==> src/rtl/led_pin_pkg.sv <==
package led_pin_pkg;

  typedef enum logic [1:0] {
    LF_RX_STRETCH = 2'b00,
    LF_RX_RAW     = 2'b01,
    LF_OFF        = 2'b10,
    LF_ON         = 2'b11
  } led_fn_e;

  // LED-on state for a given function code
  function automatic logic led_on_sel(led_fn_e fn, logic held, logic raw);
    case (fn)
      LF_RX_STRETCH: return held;
      LF_RX_RAW:     return raw;
      LF_OFF:        return 1'b0;
      default:       return 1'b1;
    endcase
  endfunction

  // Electrical level for an LED state under the chosen polarity
  function automatic logic led_level(logic on, logic act_high);
    return act_high ? on : ~on;
  endfunction

endpackage

==> src/rtl/act_stretch.sv <==
module act_stretch #(
  parameter int HOLD_CYC = 8
) (
  input  logic clk,
  input  logic rst_n,
  input  logic rx_act,
  output logic act_hold,
  output logic act_raw
);
  localparam int CW = $clog2(HOLD_CYC + 1);
  localparam logic [CW-1:0] HOLD_V = CW'(HOLD_CYC);

  logic [CW-1:0] hold_cnt;

  always_ff @(posedge clk or negedge rst_n) begin
    if (!rst_n) begin
      hold_cnt <= '0;
      act_raw  <= 1'b0;
    end else begin
      act_raw <= rx_act;
      if (rx_act)
        hold_cnt <= HOLD_V;
      else if (hold_cnt != '0)
        hold_cnt <= hold_cnt - 1'b1;
    end
  end

  assign act_hold = (hold_cnt != '0);

endmodule

==> src/rtl/eedet_capture.sv <==
module eedet_capture (
  input  logic clk,
  input  logic rst_n,
  input  logic pin_sample,
  output logic eedet,
  output logic drive_en
);
  always_ff @(posedge clk or negedge rst_n) begin
    if (!rst_n) begin
      eedet    <= 1'b0;
      drive_en <= 1'b0;
    end else if (!drive_en) begin
      eedet    <= pin_sample;
      drive_en <= 1'b1;
    end
  end
endmodule

==> src/rtl/pin_mux.sv <==
module pin_mux
  import led_pin_pkg::*;
(
  input  logic    drive_en,
  input  logic    ee_en,
  input  logic    ee_clk,
  input  led_fn_e fn,
  input  logic    act_high,
  input  logic    act_hold,
  input  logic    act_raw,
  output logic    led_on,
  output logic    pin_out
);
  always_comb begin
    led_on = led_on_sel(fn, act_hold, act_raw);
    if (!drive_en)
      pin_out = 1'b0;
    else if (ee_en)
      pin_out = ee_clk;
    else
      pin_out = led_level(led_on, act_high);
  end
endmodule

==> src/rtl/led_eeclk_pin.sv <==
module led_eeclk_pin
  import led_pin_pkg::*;
#(
  parameter int HOLD_CYC = 8
) (
  input  logic       clk,
  input  logic       rst_n,
  input  logic       rx_act,
  input  logic       ee_en,
  input  logic       ee_clk,
  input  logic [1:0] led_fn,
  input  logic       led_pol,
  input  logic       pin_sample,
  output logic       pin_out,
  output logic       pin_oe,
  output logic       eedet
);
  logic    act_hold;
  logic    act_raw;
  logic    led_on;
  logic    drive_en;
  led_fn_e fn_sel;

  assign fn_sel = led_fn_e'(led_fn);
  assign pin_oe = drive_en;

  act_stretch #(.HOLD_CYC(HOLD_CYC)) u_stretch (
    .clk      (clk),
    .rst_n    (rst_n),
    .rx_act   (rx_act),
    .act_hold (act_hold),
    .act_raw  (act_raw)
  );

  eedet_capture u_cap (
    .clk        (clk),
    .rst_n      (rst_n),
    .pin_sample (pin_sample),
    .eedet      (eedet),
    .drive_en   (drive_en)
  );

  pin_mux u_mux (
    .drive_en (drive_en),
    .ee_en    (ee_en),
    .ee_clk   (ee_clk),
    .fn       (fn_sel),
    .act_high (led_pol),
    .act_hold (act_hold),
    .act_raw  (act_raw),
    .led_on   (led_on),
    .pin_out  (pin_out)
  );

endmodule

==> config.mk <==
export PLATFORM = sky130hd
export DESIGN_NAME = led_eeclk_pin
export DESIGN_NICKNAME = d
export VERILOG_FILES = /design/src/rtl/led_pin_pkg.sv /design/src/rtl/act_stretch.sv /design/src/rtl/eedet_capture.sv /design/src/rtl/pin_mux.sv /design/src/rtl/led_eeclk_pin.sv
export SDC_FILE = /design/constraint.sdc
export NUM_CORES = 1
export LEC_CHECK = 0
export BUFFER_PORTS_ARGS = -buffer_cell sky130_fd_sc_hd__buf_2
export CORE_AREA = 2 2 39 41
export CTS_CLUSTER_DIAMETER = 200
export CTS_CLUSTER_SIZE = 40
export DETAILED_ROUTE_END_ITERATION = 12
export DIE_AREA = 0 0 41 43
export PLACE_DENSITY = 0.51
export SLEW_MARGIN = 20
export SYNTH_ARGS = -nofsm -noshare
export SYNTH_HDL_FRONTEND = slang
export SYNTH_SLANG_ARGS = --single-unit
==> constraint.sdc <==
create_clock -name clk -period 2.05 [get_ports clk]
set_input_delay 0.205 -clock clk [delete_from_list [all_inputs] [get_ports clk]]
set_output_delay 0.205 -clock clk [all_outputs]
set_load 0.02 [all_outputs]
After elaboration in Yosys (flattened, before gate mapping)
Index checks and enable logic that the tools add are counted.
{"block": "word_totals", "ff_bits": 7, "wordCells": 17}
{"block": "op_classes", "bitwise_logic": 1, "eq_ne": 2, "n_reduce_logical": 3, "n_mux": 6, "add_sub_neg": 1}
{"op": "two-way mux 4 bit", "n": 2}
{"op": "nonzero test 4 bit", "n": 1}
{"op": "subtractor 4 x 1 -> 4 bit, second input constant", "n": 1}
{"op": "two-way mux 1 bit", "n": 3}
{"op": "case mux 1 bit (3 select lines)", "n": 1}
{"op": "== test 2 x 1 -> 1 bit, second input constant", "n": 1}
{"op": "== test 2 bit, second input constant", "n": 1}
{"op": "logical NOT 2 bit", "n": 1}
{"op": "nonzero test 2 bit", "n": 1}
{"op": "NOT 1 bit", "n": 1}

Depth between registers and ports, before layout
Gate-level depths: netlist (run 1).
{"block": "logic_depth", "ltp_word": 6, "depth_mapped": 5, "ltp_nobuf": 5}

By module
Synthesis (run 1) repeated with hierarchy kept, for this count alone.
{"block": "hier_totals", "hier_cells": 34, "hier_area_um2": 379.1}
{"module": "act_stretch", "area_each_um2": 242.7, "cells_each": 21, "seq_area_each_um2": 125.1, "n_inst": 1}
{"module": "eedet_capture", "area_each_um2": 68.8, "cells_each": 4, "seq_area_each_um2": 50.0, "n_inst": 1}
{"module": "pin_mux", "area_each_um2": 67.6, "cells_each": 9, "seq_area_each_um2": 0.0, "n_inst": 1}

Worst setup path after synthesis (run 1)
No wires, ideal clock.
{"block": "synth_path", "path_type": "reg-to-output", "start": "register u_stretch.hold_cnt[0]", "end": "output port pin_out", "path_buffers": 0, "setup_slack_ns": 0.527, "path_stages_with_launch": 6, "t_required_ns": 1.845, "arrival_ns": 1.318, "cell_sequence": "dfrtp_1 inv_1 ha_1 nor3b_2 o21a_1 o211ai_1"}
{"block": "synth_between", "elab_chain_len": 6}
{"item": "start, declared", "line_no": "act_stretch.sv:13", "rtl": "logic [CW-1:0] hold_cnt;"}
{"item": "start signal, assigned", "line_no": "act_stretch.sv:24", "rtl": "hold_cnt <= hold_cnt - 1'b1;"}
{"item": "nonzero test 4 bit (*)", "line_no": "act_stretch.sv:28", "rtl": "assign act_hold = (hold_cnt != '0);"}
{"item": "case mux 1 bit (3 select lines) (*)", "line_no": "led_pin_pkg.sv:12", "rtl": "case (fn)"}
{"item": "NOT 1 bit", "line_no": "led_pin_pkg.sv:22", "rtl": "return act_high ? on : ~on;"}
{"item": "two-way mux 1 bit (*)", "line_no": "led_pin_pkg.sv:22"}
{"item": "two-way mux 1 bit (*)", "line_no": "pin_mux.sv:18", "rtl": "else if (ee_en)"}
{"item": "two-way mux 1 bit (*)", "line_no": "pin_mux.sv:16", "rtl": "if (!drive_en)"}
{"item": "end, declared", "line_no": "led_eeclk_pin.sv:14", "rtl": "output logic pin_out,"}
Mark *: on every way between the ends. The rest lies on a longest branch, timed or not.

Worst setup path after layout (run 1)
Ends and elaborated chain as after synthesis.

==> impl_metrics.tcl, run 1 <==
set metrics [dict create \
    cp-start-kind "flop" \
    path_clk_slew_ns 0.05 \
    numCtsBuffers 3 \
    netlist_instances 32 \
    power.leakage_uw 0.000208 \
    drive_above_1_share_pct 31.3 \
    synth-edff-count 0 \
    cts_sinks 7 \
    io_buffers 11 \
    r2r_end "u_stretch.hold_cnt[1]" \
    cp.arrival_ns 1.63 \
    clock_path_buffers 2 \
    syn-num-nets 42 \
    worst-r2r-cell-count 4 \
    n_antenna_cell 0 \
    core-area_sq_mm 0.00138 \
    worstReg2RegStart "u_stretch.hold_cnt[0]" \
    criticalPathCategory "flop to primary output" \
    grt_max_degree 8 \
    worstPathMaxFanout 5 \
    antenna_found_initial 0 \
    ys.flop_type "dfrtp_1" \
    dieHeight_microns 43 \
    clock_skew_ns 0.00122 \
    multi_input_area_sq_um 168 \
    ys_types 20 \
    first_global_vias 269 \
    io_pins 12 \
    drt-initial-drc-count 7 \
    clockRootBuffer "clkbuf_4" \
    grt_overflow 0 \
    dp_hpwl_microns 476 \
    power_density_mw_per_mm2 1090 \
    gp_congestion 0.696 \
    min_period_ns 1.83 \
    grt_pass1_wl_microns 1100 \
    final_common_cell "buf_2" \
    hold_viol_final 0 \
    startpoint "u_stretch.hold_cnt[0]" \
    fillers 145 \
    syn_area_sq_um 354 \
    layout_common_cells "buf_2, dfrtp_1, inv_1, clkbuf_4" \
    setup_viol 0 \
    hold_path.startpoint "rx_act" \
    grtUsageTotal_pct 9.73 \
    final_max_slew_viol_count 0 \
    fin_nets 59 \
    start_util_pct 25.6 \
    hp-class "input port to flop" \
    vias 289 \
    htreeDepth 1 \
    status "finished clean" \
    final_antenna_net_count 0 \
    syn_avg_cell_area_sq_um 11.1 \
    crit_required_ns 1.85 \
    design.die.area_sq_mm 0.00176 \
    fin_crit_sh_pct 89.3 \
    route.detailed.wl_per_inst_microns 9.95 \
    yosys_warnings 0 \
    rsz0062_at_grt "no" \
    area_delta_synth_final_pct 31.4 \
    cts_tree "yes" \
    die_w_microns 41 \
    seq_area_frac_synth_pct 49.5 \
    vias_per_cell 4.52 \
    drt_first_pass_iters 3 \
    ff_latch_area_sq_um 175 \
    ys_ff_latch 7 \
    final_cell_area_sq_um 465 \
    fmax_mhz 546 \
    rrSetupSlack_ns 0.63 \
    setup_tns_ns 0 \
    crit_path_end_kind "primary output" \
    ir_worst_vdd_mv 0.386 \
    place_area_sq_um 429 \
    async_reset_ff_share_pct 100 \
    insertion_delay_ns 0.25 \
    wl_microns 637 \
    route.detailed.drc 0 \
    hold-worst-slack_ns 0.127 \
    maxCapViolations 0 \
    crit_end "pin_out" \
    rows 14 \
]
-- cell type report --
class / count / share of cell area (%)
Tap cell: 16 / 4.30
Inverter: 3 / 2.42
Timing Repair Buffer: 12 / 14.0
Multi-Input combinational cell: 22 / 36.0
Clock buffer: 4 / 5.65
Sequential cell: 7 / 37.6
-- report_power, final --
| part | internal [uW] | total [uW] | switching (uW) | leakage [uW] |
|---|---|---|---|---|
| Clock | 74.1 | 123 | 48.5 | 0.0000150 |
| Sequential | 178 | 214 | 36.5 | 0.0000838 |
| Combinational | 87.5 | 171 | 83.7 | 0.000109 |
| Total | 339 | 508 | 169 | 0.000208 |
-- worst min-delay path by stage --
stage | endpoint | slack [ns] | depth (start not counted)
global route | u_stretch.act_raw | 0.12 | 1
floorplan | u_cap.drive_en | -0.09 | 0
finish | u_stretch.act_raw | 0.13 | 1
CTS | u_stretch.act_raw | 0.12 | 1
global placement | u_cap.eedet | 0.04 | 1
detailed placement | u_cap.eedet | 0.04 | 1
-- cells in the mapped netlist, types with 2 or more instances --
cell type	instances	area share, %
nor2_1	2	2.1
a21oi_1	2	2.8
nor3b_1	2	4.2
inv_1	3	3.2
o211ai_1	2	4.2
dfrtp_1	7	49
-- worst max-delay path, stage by stage, from the launching register on --
cell      delay, ns
dfrtp_1        0.37
inv_1          0.08
ha_1           0.22
nor3b_2        0.30
o211ai_1       0.12
o211ai_1       0.10
buf_2          0.19
-- what timing repair did --
action | CTS | global route
gates resized for setup | 0 | 0
endpoints found under the hold margin | 7 | 0
buffers inserted | 0 | 0
setup endpoints to repair | 0 | 0
hold buffers | 1 | 0
-- through the flow --
step | util, % | setup slack (ns) | instances | total power, uW
finish | 33.6 | 0.219 | 64 | 508
global route | 33.6 | 0.00304 | 64 | 555
CTS | 33.6 | 0.208 | 64 | 517
detailed placement | 31.0 | 0.495 | 59 | 384
global placement | 31.0 | 0.518 | 59 | 388
floorplan | - | 0.527 | 32 | 341
-- state kept, by name (all words and copies together) (netlist names) --
| register | flops |
|---|---|
| u_stretch.hold_cnt | 4 |
| u_cap.eedet | 1 |
| u_stretch.act_raw | 1 |
| u_cap.drive_en | 1 |
-- cells by family (layout without fill, tap and decap cells) --
| family | after synthesis | count (layout) | synth area share, % |
|---|---|---|---|
| AOI/OAI and AO/OA | 8 | 8 | 15.9 |
| xor gates and xnor gates | 1 | 1 | 2.47 |
| adders and majority gates | 1 | 1 | 3.53 |
| buffers and inverters | 3 | 19 | 3.18 |
| DFF | 7 | 7 | 49.5 |
| muxes | 1 | 1 | 3.18 |
| other | 1 | 1 | 1.06 |
| and+or+nand+nor | 10 | 10 | 21.2 |
-- layer usage --
metal,routed length [microns],GRT usage [%]
met1,301,12.6
met2,273,12.5
met3,46,3.14
met4,17,8.00
met5,0,0
No activity file was read; power rests on OpenSTA's default activity.
==> run 2, diff against run 1 <==
Settings changed: BUFFER_PORTS_ARGS -buffer_cell sky130_fd_sc_hd__buf_2 to -buffer_cell sky130_fd_sc_hd__buf_4.
==> run 2 against run 1 <==
  * Non-clock buffer count stayed put
  * Total power up 1.1%
  * Combinational power rose by 5%
  * Final cell count is the same
  * Setup slack lost 0.013 ns
  * Flip-flop and latch count is the same
  * First-iteration DRC count shrank 43%
  * Register-to-register slack about the same
  * Routed wire length up 0.63%
  * Fmax fell by 0.70%
  * Die area stayed put
  * Largest power group unchanged
  * Highest routed layer is now met3
==> impl_metrics.tcl, run 2 (synthesized netlist as in run 1, its figures left out) <==
set metrics [dict create \
    fillers 145 \
    cp.arrival_ns 1.64 \
    crit_slowest_cell "dfrtp_1" \
    setup_viol 0 \
    largest_reg_flops 4 \
    postCtsSetupBuffers 0 \
    layout_common_cells "buf_4, dfrtp_1, inv_1, clkbuf_4" \
    cpPeakStageDelay_ns 0.37 \
    rows 14 \
    gp_congestion 0.612 \
    criticalPathCategory "flop to primary output" \
    power.leakage_uw 0.000217 \
    n_antenna_cell 0 \
    io_pins 12 \
    dp_slack_ns 0.473 \
    fin_nets 59 \
    insertion_delay_ns 0.24 \
    io_buffers 11 \
    cts_sinks 7 \
    cts_tree "yes" \
    fin_crit_sh_pct 89.9 \
    final_antenna_net_count 0 \
    cts_hold_buf 1 \
    area_delta_synth_final_pct 39.2 \
    vias 286 \
    start_util_pct 25.6 \
    dp_hpwl_microns 481 \
    grtUsageTotal_pct 9.63 \
    final_common_cell "buf_4" \
    clock_skew_ns 0.000921 \
    final_max_slew_viol_count 0 \
    clock_path_buffers 2 \
    route.detailed.wl_per_inst_microns 10.0 \
    grt_overflow 0 \
    rsz0062_at_grt "no" \
    grt_pass1_wl_microns 1120 \
    hold_path.startpoint "rx_act" \
    worstPathCellList "inv_1, ha_1, nor3b_2, o21a_1, o211ai_1, buf_4" \
    maxCapViolations 0 \
    clockRootBuffer "clkbuf_4" \
    hold_end "u_stretch.act_raw" \
    crit_path_end_kind "primary output" \
    worstPathMaxFanout 5 \
    drt_first_pass_iters 2 \
    design.die.area_sq_mm 0.00176 \
    r2r_end "u_stretch.hold_cnt[1]" \
    cp_top_family "flip-flops" \
    wl_microns 641 \
    antenna_found_initial 0 \
    min_period_ns 1.84 \
    path_clk_slew_ns 0.05 \
    rrSetupSlack_ns 0.64 \
    layout_setup_ws_ns 0.207 \
    first_global_vias 292 \
    htreeDepth 1 \
    top_register "u_stretch.hold_cnt" \
    die_w_microns 41 \
    hold_viol_final 0 \
    grt_max_degree 8 \
    status "finished clean" \
    dieHeight_microns 43 \
    fmax_mhz 542 \
    worstReg2RegStart "u_stretch.hold_cnt[0]" \
    crit_required_ns 1.85 \
    setup_tns_ns 0 \
    drt-initial-drc-count 4 \
    ir_worst_vdd_mv 0.435 \
    vias_per_cell 4.47 \
    hp-class "input port to flop" \
    cts-resized-gates 0 \
    startpoint "u_stretch.hold_cnt[0]" \
    worst-r2r-cell-count 4 \
    numCtsBuffers 3 \
    power_density_mw_per_mm2 1040 \
    min_path_cells 1 \
    cp-start-kind "flop" \
    route.detailed.drc 0 \
    path_buf_inv 2 \
    hold-worst-slack_ns 0.107 \
    drive_above_1_share_pct 31.3 \
    core-area_sq_mm 0.00138 \
]
==> run 2: cell counts in the layout (fill, tap and decap cells not counted) <==
Identical to the previous run, type by type.
==> run 2: routing by layer <==
layer	part of all wire (%)	vias to the layer above	routed length [microns]	GRT usage, %
met5	0	-	0	0
met4	0	0	0	6.00
met3	8.1	0	52	3.14
met2	46	9	296	13.1
met1	46	130	292	12.6
li1	-	147	-	-
==> run 2: cell type report <==
class | count | area, sq um | area share [%]
Sequential cell | 7 | 175 | 35.5
Multi-Input combinational cell | 22 | 168 | 34.0
Timing Repair Buffer | 12 | 92.6 | 18.8
Clock buffer | 4 | 26.3 | 5.33
Tap cell | 16 | 20.0 | 4.06
Inverter | 3 | 11.3 | 2.28
==> run 2: worst max path at each step <==
stage	endpoint	slack (ns)	cells past startpoint
floorplan	pin_out	0.53	5
global placement	pin_out	0.47	6
detailed placement	pin_out	0.47	6
CTS	pin_out	0.17	6
global route	pin_out	0.01	6
finish	pin_out	0.21	6
==> run 2: metrics by stage <==
stage | instances | utilization (%) | area [sq um] | power [uW]
after global placement | 59 | 33.0 | 457 | 392
after global routing | 64 | 35.6 | 493 | 560
final | 64 | 35.6 | 493 | 514
after CTS | 64 | 35.6 | 493 | 524
after floorplan | 32 | - | 354 | 341
after detailed placement | 59 | 33.0 | 457 | 391
==> run 2: power breakdown <==
part           internal (uW)  switching, uW
combinational           94.8           84.2
clock                   74.0           46.8
sequential               178           36.2
==> run 3, diff against run 2 <==
Settings changed: ABC_AREA set to 1, GPL_ROUTABILITY_DRIVEN set to 0, MAX_ROUTING_LAYER set to met4, PLACE_DENSITY 0.51 to 0.5.
==> run 3 against run 2 <==
  * Die area unchanged
  * Register-to-register slack improved by 0.29 ns
  * Utilization is 0.18 points lower
  * Largest power group unchanged
  * Highest routed layer unchanged
  * Sequential share of layout area up 0.18 points
  * Global-route usage increased by 0.15 points
  * Total power is 3.9% lower
  * Largest cell class unchanged
  * Routed wire length fell by 0.47%
  * Final cell count is 9.4% higher
==> impl_metrics.tcl, run 3 <==
set metrics [dict create \
    fillers 155 \
    wl_microns 638 \
    worstReg2RegStart "u_stretch.hold_cnt[0]" \
    yosys_warnings 0 \
    dp_hpwl_microns 501 \
    design.die.area_sq_mm 0.00176 \
    cts_sinks 7 \
    dieHeight_microns 43 \
    grt_max_degree 8 \
    core-area_sq_mm 0.00138 \
    area_delta_synth_final_pct 39.5 \
    path_clk_slew_ns 0.05 \
    maxCapViolations 0 \
    syn_avg_cell_area_sq_um 9.25 \
    clock_path_buffers 2 \
    drt_first_pass_iters 4 \
    top_register "u_stretch.hold_cnt" \
    vias_per_cell 4.16 \
    ys_ff_latch 7 \
    fin_nets 65 \
    grt_pass1_wl_microns 1030 \
    grtUsageTotal_pct 9.78 \
    fin_crit_sh_pct 85.2 \
    setup_tns_ns 0 \
    final_antenna_net_count 0 \
    largest_reg_flops 4 \
    hold-worst-slack_ns 0.0830 \
    rrSetupSlack_ns 0.93 \
    hp-class "input port to flop" \
    drive_above_1_share_pct 35.2 \
    final_common_cell "buf_4" \
    seq_area_frac_synth_pct 49.8 \
    worst-r2r-cell-count 5 \
    htreeDepth 1 \
    insertion_delay_ns 0.25 \
    rows 14 \
    clock_skew_ns 0.00491 \
    r2r_end "u_stretch.hold_cnt[1]" \
    async_reset_ff_share_pct 100 \
    synth-edff-count 0 \
    start_util_pct 25.4 \
    total_power_uw 494 \
    crit_end "pin_out" \
    ys.flop_type "dfrtp_1" \
    syn-num-nets 48 \
    clockRootBuffer "clkbuf_4" \
    antenna_found_initial 0 \
    rsz0062_at_grt "no" \
    status "finished clean" \
    syn_area_sq_um 352 \
    fmax_mhz 573 \
    yosys-top-cells-count "dfrtp_1, inv_1, nand2_1, nand3_1" \
    ir_worst_vdd_mv 0.375 \
    yosysTopAreaCellShare_pct 49.8 \
    crit_path_end_kind "primary output" \
    cts_hold_buf 1 \
    criticalPathCategory "flop to primary output" \
    numCtsBuffers 3 \
    cp-start-kind "flop" \
    final_cell_area_sq_um 490 \
    cts-resized-gates 0 \
    die_w_microns 41 \
    synthTopCellsByArea "dfrtp_1, inv_1, nand3_1, o21ai_4, nand2_1" \
    cp.arrival_ns 1.54 \
    route.detailed.drc 0 \
    n_antenna_cell 0 \
    final_core_util_pct 35.4 \
    layout_common_cells "buf_4, inv_1, dfrtp_1, nand2_1, nand3_1" \
    grt_overflow 0 \
    ys_types 18 \
    netlist_instances 38 \
    route.detailed.wl_per_inst_microns 9.11 \
    cts_tree "yes" \
    hold_viol_final 0 \
    hold_path.startpoint "rx_act" \
    final_max_slew_viol_count 0 \
    startpoint "u_stretch.hold_cnt[0]" \
    yosysTopAreaCell "dfrtp_1" \
    first_global_vias 255 \
    worstPathMaxFanout 4 \
    crit_required_ns 1.85 \
    place_area_sq_um 454 \
    power_density_mw_per_mm2 1010 \
    vias 291 \
    setup_viol 0 \
    postCtsSetupBuffers 0 \
    io_buffers 11 \
    io_pins 12 \
    drt-initial-drc-count 4 \
    min_period_ns 1.75 \
    power.leakage_uw 0.000247 \
    min_path_cells 1 \
]
[run 3: cell type report]
type | count | area (sq um) | area share [%]
Timing Repair Buffer | 12 | 92.6 | 18.9
Clock buffer | 4 | 26.3 | 5.36
Inverter | 7 | 26.3 | 5.36
Multi-Input combinational cell | 24 | 150 | 30.6
Sequential cell | 7 | 175 | 35.7
Tap cell | 16 | 20.0 | 4.08
[run 3: layer usage]
| metal | track usage (%) | vias to the layer above | share of wire (%) |
|---|---|---|---|
| li1 | - | 152 | - |
| met1 | 10.3 | 128 | 42 |
| met2 | 13.1 | 11 | 46 |
| met3 | 3.14 | 0 | 12 |
| met4 | 10.0 | 0 | 0 |
| met5 | - | - | 0 |
[run 3: worst max-delay path: stages (launching register included)]
cell and delay (ns):
dfrtp_1 0.38, inv_1 0.10, ha_1 0.25, nand2_2 0.11, nand2_2 0.07, nand2_1 0.04, nand2_1 0.05, nand3_1 0.06
nand2_1 0.05, inv_1 0.03, buf_4 0.14
[run 3: cells by family after synthesis]
kind of cell    share of synthesized area [%]
simple gates                             18.9
flops                                    49.8
buf+inv                                  7.47
compound gates                           13.5
fa+ha+maj                                3.56
other cells                              1.07
xor+xnor                                 2.49
mux                                      3.20
[run 3: where the power goes]
part,switching [uW],leakage (uW),total [uW],internal (uW)
logic,90.3,0.000148,168,77.5
registers,28.0,0.0000836,202,174
clock network,49.4,0.0000150,124,74.2
total,168,0.000247,494,326
[run 3: through the flow]
step,cells,worst slack (ns)
floorplan,38,0.739
global placement,65,0.576
detailed placement,65,0.572
CTS,70,0.278
global route,70,0.131
finish,70,0.304
[run 3: worst min-delay path by stage]
stage | endpoint | slack [ns]
5_1_grt | u_stretch.act_raw | 0.07
3_3_place_gp | u_stretch.hold_cnt[0] | 0.02
6_report | u_stretch.act_raw | 0.08
2_1_floorplan | u_cap.drive_en | -0.09
3_5_place_dp | u_stretch.hold_cnt[0] | 0.02
4_1_cts | u_stretch.act_raw | 0.07
